`config.mk`:
```
export PLATFORM = sky130hd
export DESIGN_NAME = cp_gate
export DESIGN_NICKNAME = d
export VERILOG_FILES = /design/src/rtl/cpg_pkg.sv /design/src/rtl/cpg_ctl_reg.sv /design/src/rtl/cpg_acc_merge.sv /design/src/rtl/cpg_check.sv /design/src/rtl/cp_gate.sv
export SDC_FILE = /design/constraint.sdc
export NUM_CORES = 1
export LEC_CHECK = 0
export ABC_AREA = 1
export BUFFER_PORTS_ARGS = -buffer_cell sky130_fd_sc_hd__buf_4
export CORE_ASPECT_RATIO = 0.7
export CORE_MARGIN = 1
export CORE_UTILIZATION = 46
export CTS_CLUSTER_SIZE = 28
export DETAILED_ROUTE_END_ITERATION = 7
export PLACE_DENSITY_LB_ADDON = 0.08
export SLEW_MARGIN = 20
export SYNTH_ARGS = -nofsm -noshare
export SYNTH_HDL_FRONTEND = slang
export SYNTH_SLANG_ARGS = --single-unit
```
`constraint.sdc`:
```
create_clock -name clk -period 1.1 [get_ports clk]
set_input_delay 0.11 -clock clk [delete_from_list [all_inputs] [get_ports clk]]
set_output_delay 0.11 -clock clk [all_outputs]
set_load 0.05 [all_outputs]
```
`src/rtl/cpg_pkg.sv`:
```
package cpg_pkg;

  localparam int CP_COUNT = 14;
  localparam int CP_IDX_W = 4;
  localparam int REG_W    = 32;
  localparam int FP_LO_CP = 10;

  typedef enum logic [1:0] {
    FLD_NONE = 2'b00,
    FLD_PRIV = 2'b01,
    FLD_RSVD = 2'b10,
    FLD_FULL = 2'b11
  } cp_field_e;

  // each grant bit n widened into the two-bit field at 2n+1:2n
  function automatic logic [REG_W-1:0] spread_mask(input logic [CP_COUNT-1:0] bits);
    logic [REG_W-1:0] r;
    r = '0;
    for (int i = 0; i < CP_COUNT; i++) begin
      r[2*i +: 2] = {2{bits[i]}};
    end
    return r;
  endfunction

  function automatic logic [1:0] field_of(input logic [REG_W-1:0] r,
                                          input logic [CP_IDX_W-1:0] n);
    return r[2*n +: 2];
  endfunction

  function automatic logic field_grants(input logic [1:0] f, input logic priv);
    case (cp_field_e'(f))
      FLD_FULL: return 1'b1;
      FLD_PRIV: return priv;
      default:  return 1'b0;
    endcase
  endfunction

endpackage

```
`src/rtl/cpg_ctl_reg.sv`:
```
module cpg_ctl_reg #(
  parameter int W       = 32,
  parameter bit PRESENT = 1'b1
) (
  input  logic         clk,
  input  logic         rst_n,
  input  logic         wr_en,
  input  logic [W-1:0] d,
  output logic [W-1:0] q
);
  generate
    if (PRESENT) begin : g_flop
      always_ff @(posedge clk or negedge rst_n) begin
        if (!rst_n)     q <= '0;
        else if (wr_en) q <= d;
      end
    end else begin : g_absent
      assign q = '0;
    end
  endgenerate
endmodule

```
`src/rtl/cpg_acc_merge.sv`:
```
module cpg_acc_merge
  import cpg_pkg::*;
#(
  parameter bit SEC_EXT = 1'b1
) (
  input  logic [REG_W-1:0]    wdata,
  input  logic [REG_W-1:0]    impl_fields,
  input  logic [REG_W-1:0]    cur,
  input  logic [CP_COUNT-1:0] perm,
  input  logic                sec,
  output logic [REG_W-1:0]    take_mask,
  output logic [REG_W-1:0]    next
);
  logic filter_on;

  always_comb begin
    filter_on = SEC_EXT && !sec;
    take_mask = filter_on ? spread_mask(perm) : '1;
    next      = (wdata & impl_fields & take_mask) | (cur & ~take_mask);
  end
endmodule

```
`src/rtl/cpg_check.sv`:
```
module cpg_check
  import cpg_pkg::*;
#(
  parameter bit SEC_EXT = 1'b1
) (
  input  logic [CP_IDX_W-1:0] cp,
  input  logic                sec,
  input  logic [1:0]          pl,
  input  logic [CP_COUNT-1:0] perm,
  input  logic [REG_W-1:0]    acc,
  output logic                veto,
  output logic                deny
);
  logic                in_range;
  logic [CP_IDX_W-1:0] cp_safe;
  logic [1:0]          fld;

  always_comb begin
    in_range = (cp < CP_IDX_W'(CP_COUNT));
    cp_safe  = in_range ? cp : '0;
    fld      = field_of(acc, cp_safe);
    veto     = SEC_EXT && in_range && !sec && !perm[cp_safe];
    deny     = !in_range || veto || !field_grants(fld, pl != 2'd0);
  end
endmodule

```
`src/rtl/cp_gate.sv`:
```
module cp_gate
  import cpg_pkg::*;
#(
  parameter bit                SEC_EXT    = 1'b1,
  parameter bit                FP_PRESENT = 1'b1,
  parameter logic [CP_COUNT-1:0] CP_IMPL  = 14'h0003
) (
  input  logic                clk,
  input  logic                rst_n,
  input  logic                reg_en,
  input  logic                reg_wr,
  input  logic                reg_sel,
  input  logic                reg_sec,
  input  logic [1:0]          reg_pl,
  input  logic [REG_W-1:0]    reg_wdata,
  output logic [REG_W-1:0]    reg_rdata,
  output logic                reg_err,
  input  logic [CP_IDX_W-1:0] chk_cp,
  input  logic                chk_sec,
  input  logic [1:0]          chk_pl,
  output logic                chk_deny
);
  localparam logic [CP_COUNT-1:0] FP_BITS     = CP_COUNT'(2'b11) << FP_LO_CP;
  localparam logic [CP_COUNT-1:0] IMPL_BITS   = CP_IMPL | (FP_PRESENT ? FP_BITS : '0);
  localparam logic [REG_W-1:0]    IMPL_FIELDS = spread_mask(IMPL_BITS);
  localparam logic [REG_W-1:0]    PERM_KEEP   = REG_W'({CP_COUNT{1'b1}});

  logic [REG_W-1:0] perm_q, acc_q, acc_next, take_mask;
  logic top_secure, permit_rd_ok, access_ok, sel_ok;
  logic perm_wr_fire, acc_wr_fire, ns_veto;

  // request qualification
  always_comb begin
    top_secure   = reg_sec && (reg_pl == 2'd3);
    permit_rd_ok = top_secure || (reg_pl == 2'd1);
    access_ok    = (reg_pl != 2'd0);
    if (reg_sel) sel_ok = reg_wr ? top_secure : permit_rd_ok;
    else         sel_ok = access_ok;
    reg_err      = reg_en && !sel_ok;
    perm_wr_fire = reg_en && reg_wr &&  reg_sel && top_secure;
    acc_wr_fire  = reg_en && reg_wr && !reg_sel && access_ok;
    if (reg_en && !reg_wr && sel_ok) reg_rdata = reg_sel ? perm_q : acc_q;
    else                             reg_rdata = '0;
  end

  cpg_ctl_reg #(.W(REG_W), .PRESENT(SEC_EXT)) u_perm (
    .clk   (clk),
    .rst_n (rst_n),
    .wr_en (perm_wr_fire),
    .d     (reg_wdata & PERM_KEEP),
    .q     (perm_q)
  );

  cpg_acc_merge #(.SEC_EXT(SEC_EXT)) u_merge (
    .wdata       (reg_wdata),
    .impl_fields (IMPL_FIELDS),
    .cur         (acc_q),
    .perm        (perm_q[CP_COUNT-1:0]),
    .sec         (reg_sec),
    .take_mask   (take_mask),
    .next        (acc_next)
  );

  cpg_ctl_reg #(.W(REG_W), .PRESENT(1'b1)) u_acc (
    .clk   (clk),
    .rst_n (rst_n),
    .wr_en (acc_wr_fire),
    .d     (acc_next),
    .q     (acc_q)
  );

  cpg_check #(.SEC_EXT(SEC_EXT)) u_check (
    .cp   (chk_cp),
    .sec  (chk_sec),
    .pl   (chk_pl),
    .perm (perm_q[CP_COUNT-1:0]),
    .acc  (acc_q),
    .veto (ns_veto),
    .deny (chk_deny)
  );
endmodule

```
==> impl_metrics.tcl <==
set metrics [dict create \
    holdCritPathClass "in -> reg" \
    setup_slack_ns -0.586 \
    clk_pin_slew_worst_paths_ns 0.09 \
    ys.flop_type "dfrtp_1" \
    wl_mm 9.36 \
    cts_buffer_depth 2 \
    tns_ns -9.10 \
    met1_length_mm 4.14 \
    firstDrtPassIters 5 \
    wl_per_cell_um 16.6 \
    yosysWarnings 0 \
    power_mw 5.10 \
    dieHeight_um 65.5 \
    ios 81 \
    grt_use_total_pct 31.5 \
    vias_per_cell 5.43 \
    antenna_left 0 \
    dpl_cell_area_um2 3900 \
    fillers 297 \
    hold_depth 2 \
    status "complete, but fails checks" \
    max_freq_mhz 593 \
    core_um2 5400 \
    dieArea_um2 6080 \
    numCtsBuffers 5 \
    layout-drive-gt1-share_pct 50.0 \
    cts_tree "yes" \
    synthCells 364 \
    dpl.cell_count 543 \
    synthesis.nets 411 \
    wl_met2_mm 4.39 \
    vias 3060 \
    dp_hpwl_mm 6.03 \
    slew_violations 0 \
    async_flop_share_pct 100 \
    syn_avg_cell_area_um2 7.29 \
    r2r_cells 4 \
    criticalPathCategory "reg -> out" \
    cp-start-kind "register" \
    fin_crit_ns 1.69 \
    grt_setup_unrepaired "yes" \
    worst_pin_slew_ns 0.528 \
    max-slew-margin-rel_pct 64.8 \
    grt_pass1_vias 2933 \
    layout_commonest_cell "buf_4" \
    synth_edf_count 0 \
    drtIter0Drc 239 \
    rows 22 \
    post-route-drc-count 0 \
    violations "negative setup slack" \
    clock_latency_ns 0.31 \
    hold_viol 0 \
    ys_ff_latch 46 \
    worstPathRequired_ns 0.99 \
    ir_worst_vdd_mv 0.804 \
    grt_pass1_wl_mm 14.5 \
    top_layer "met4" \
    gp_congestion 0.854 \
    power_density_nw_per_um2 1100 \
    antenna_found_initial 0 \
    seq_area_frac_synth_pct 43.4 \
    start_util_pct 49.2 \
    timing.final.crit_share_pct 153 \
    syn_area_um2 2650 \
    end_kind "primary output" \
    design_area_um2 4620 \
    critPathArrivalTime_ns 1.58 \
    n_antenna_cell 0 \
    drv_cap 0 \
    mostFrequentLayoutCells "72 x buf_4, 60 x nand2_1, 47 x buf_6" \
    critPathMaxFanout 2 \
    fin_worst_skew_ns 0.00876 \
    syn_to_final_growth_pct 74.2 \
    stdcell_count 564 \
    synth_cell_types 28 \
    cts_root_buf "clkbuf_8" \
    p_leak_nw 2.14 \
    met3WireLength_um 593 \
    overflow 0 \
    numPortBuffers 66 \
    htree_levels 2 \
    fp.dieW_um 92.8 \
    clock_sinks 46 \
    setup_viol 39 \
    r2r_slack_ns -0.07 \
    fin_nets 538 \
    grt_max_degree 26 \
]
[per-stage QoR]
step,util (%),hold slack [ns],setup WS (ns)
2_1_floorplan,-,-0.186,-0.332
3_3_place_gp,72.2,0.0206,-0.332
3_5_place_dp,72.2,0.0181,-0.387
4_1_cts,82.7,0.0242,-0.521
5_1_grt,85.7,0.0246,-0.726
6_report,85.7,0.0362,-0.586
[cells in the mapped netlist (3+ instances only)]
cell,instances,share of area (%)
a21oi_1,47,8.9
nand3_1,37,7.0
mux2_2,6,2.5
dfrtp_1,46,43
buf_2,6,1.1
nand2_1,73,10
clkbuf_1,5,0.71
nor2_1,58,8.2
o21ai_0,12,2.3
inv_1,47,6.7
buf_4,3,0.85
[worst max-delay path, cell delays in order (launching register included)]
cell	delay [ns]
dfrtp_1	0.40
inv_1	0.10
nand3_1	0.09
nand3_1	0.09
nand2_1	0.07
inv_1	0.07
nand2_1	0.07
nand2_1	0.08
nand3_2	0.08
nand3_4	0.08
buf_8	0.14
[logic make-up (layout without fill, tap and decap cells)]
logic type      count (synthesis)  after routing  share of synthesized area (%)
flops                          46             46                           43.4
mux                             6              6                           2.55
simple gates                  180            180                           30.2
buf+inv                        65            193                           10.5
compound gates                 67             67                           13.4
[final cells by class]
| cell class | instances | area [µm²] | share of cell area, % |
|---|---|---|---|
| multi-input combinational | 253 | 1740 | 37.7 |
| timing repair buffer | 136 | 1360 | 29.5 |
| sequential | 46 | 1150 | 24.9 |
| inverter | 49 | 190 | 4.11 |
| tap | 72 | 90.1 | 1.95 |
| clock buffer | 5 | 68.8 | 1.49 |
| clock inverter | 3 | 18.8 | 0.406 |
[final timing paths]
path	start	end
max	u_perm.q[5]	chk_deny
min	reg_wdata[20]	register
max reg2reg	u_perm.q[3]	u_acc.q[6]
min reg2reg	u_acc.q[7]	u_acc.q[7]
max in group asynchronous	rst_n	u_acc.q[30]
min in group asynchronous	rst_n	u_acc.q[15]
[where the power goes]
group / leakage (nW) / internal, mW / switching, mW / total (mW)
logic: 1.51 / 0.929 / 1.04 / 1.97
clock network: 0.0483 / 0.448 / 0.615 / 1.06
registers: 0.590 / 1.90 / 0.165 / 2.06
total: 2.14 / 3.28 / 1.82 / 5.10
[layer usage]
| layer | track usage (%) | up-vias |
|---|---|---|
| met1 | 42.9 | 1479 |
| met5 | 0 | - |
| met4 | 11.7 | 0 |
| li1 | - | 1422 |
| met3 | 5.21 | 29 |
| met2 | 50.7 | 130 |
[what timing repair did]
action                                  4_1_cts  5_1_grt
hold buffers                                  1        0
cloned                                        2        0
buffers inserted                              9        6
gates resized for setup                      90       56
endpoints found under the setup margin       61       44
hold endpoints to repair                     46        0
pin swaps                                    12       19
Note: power is estimated with default switching activity, not from simulation.
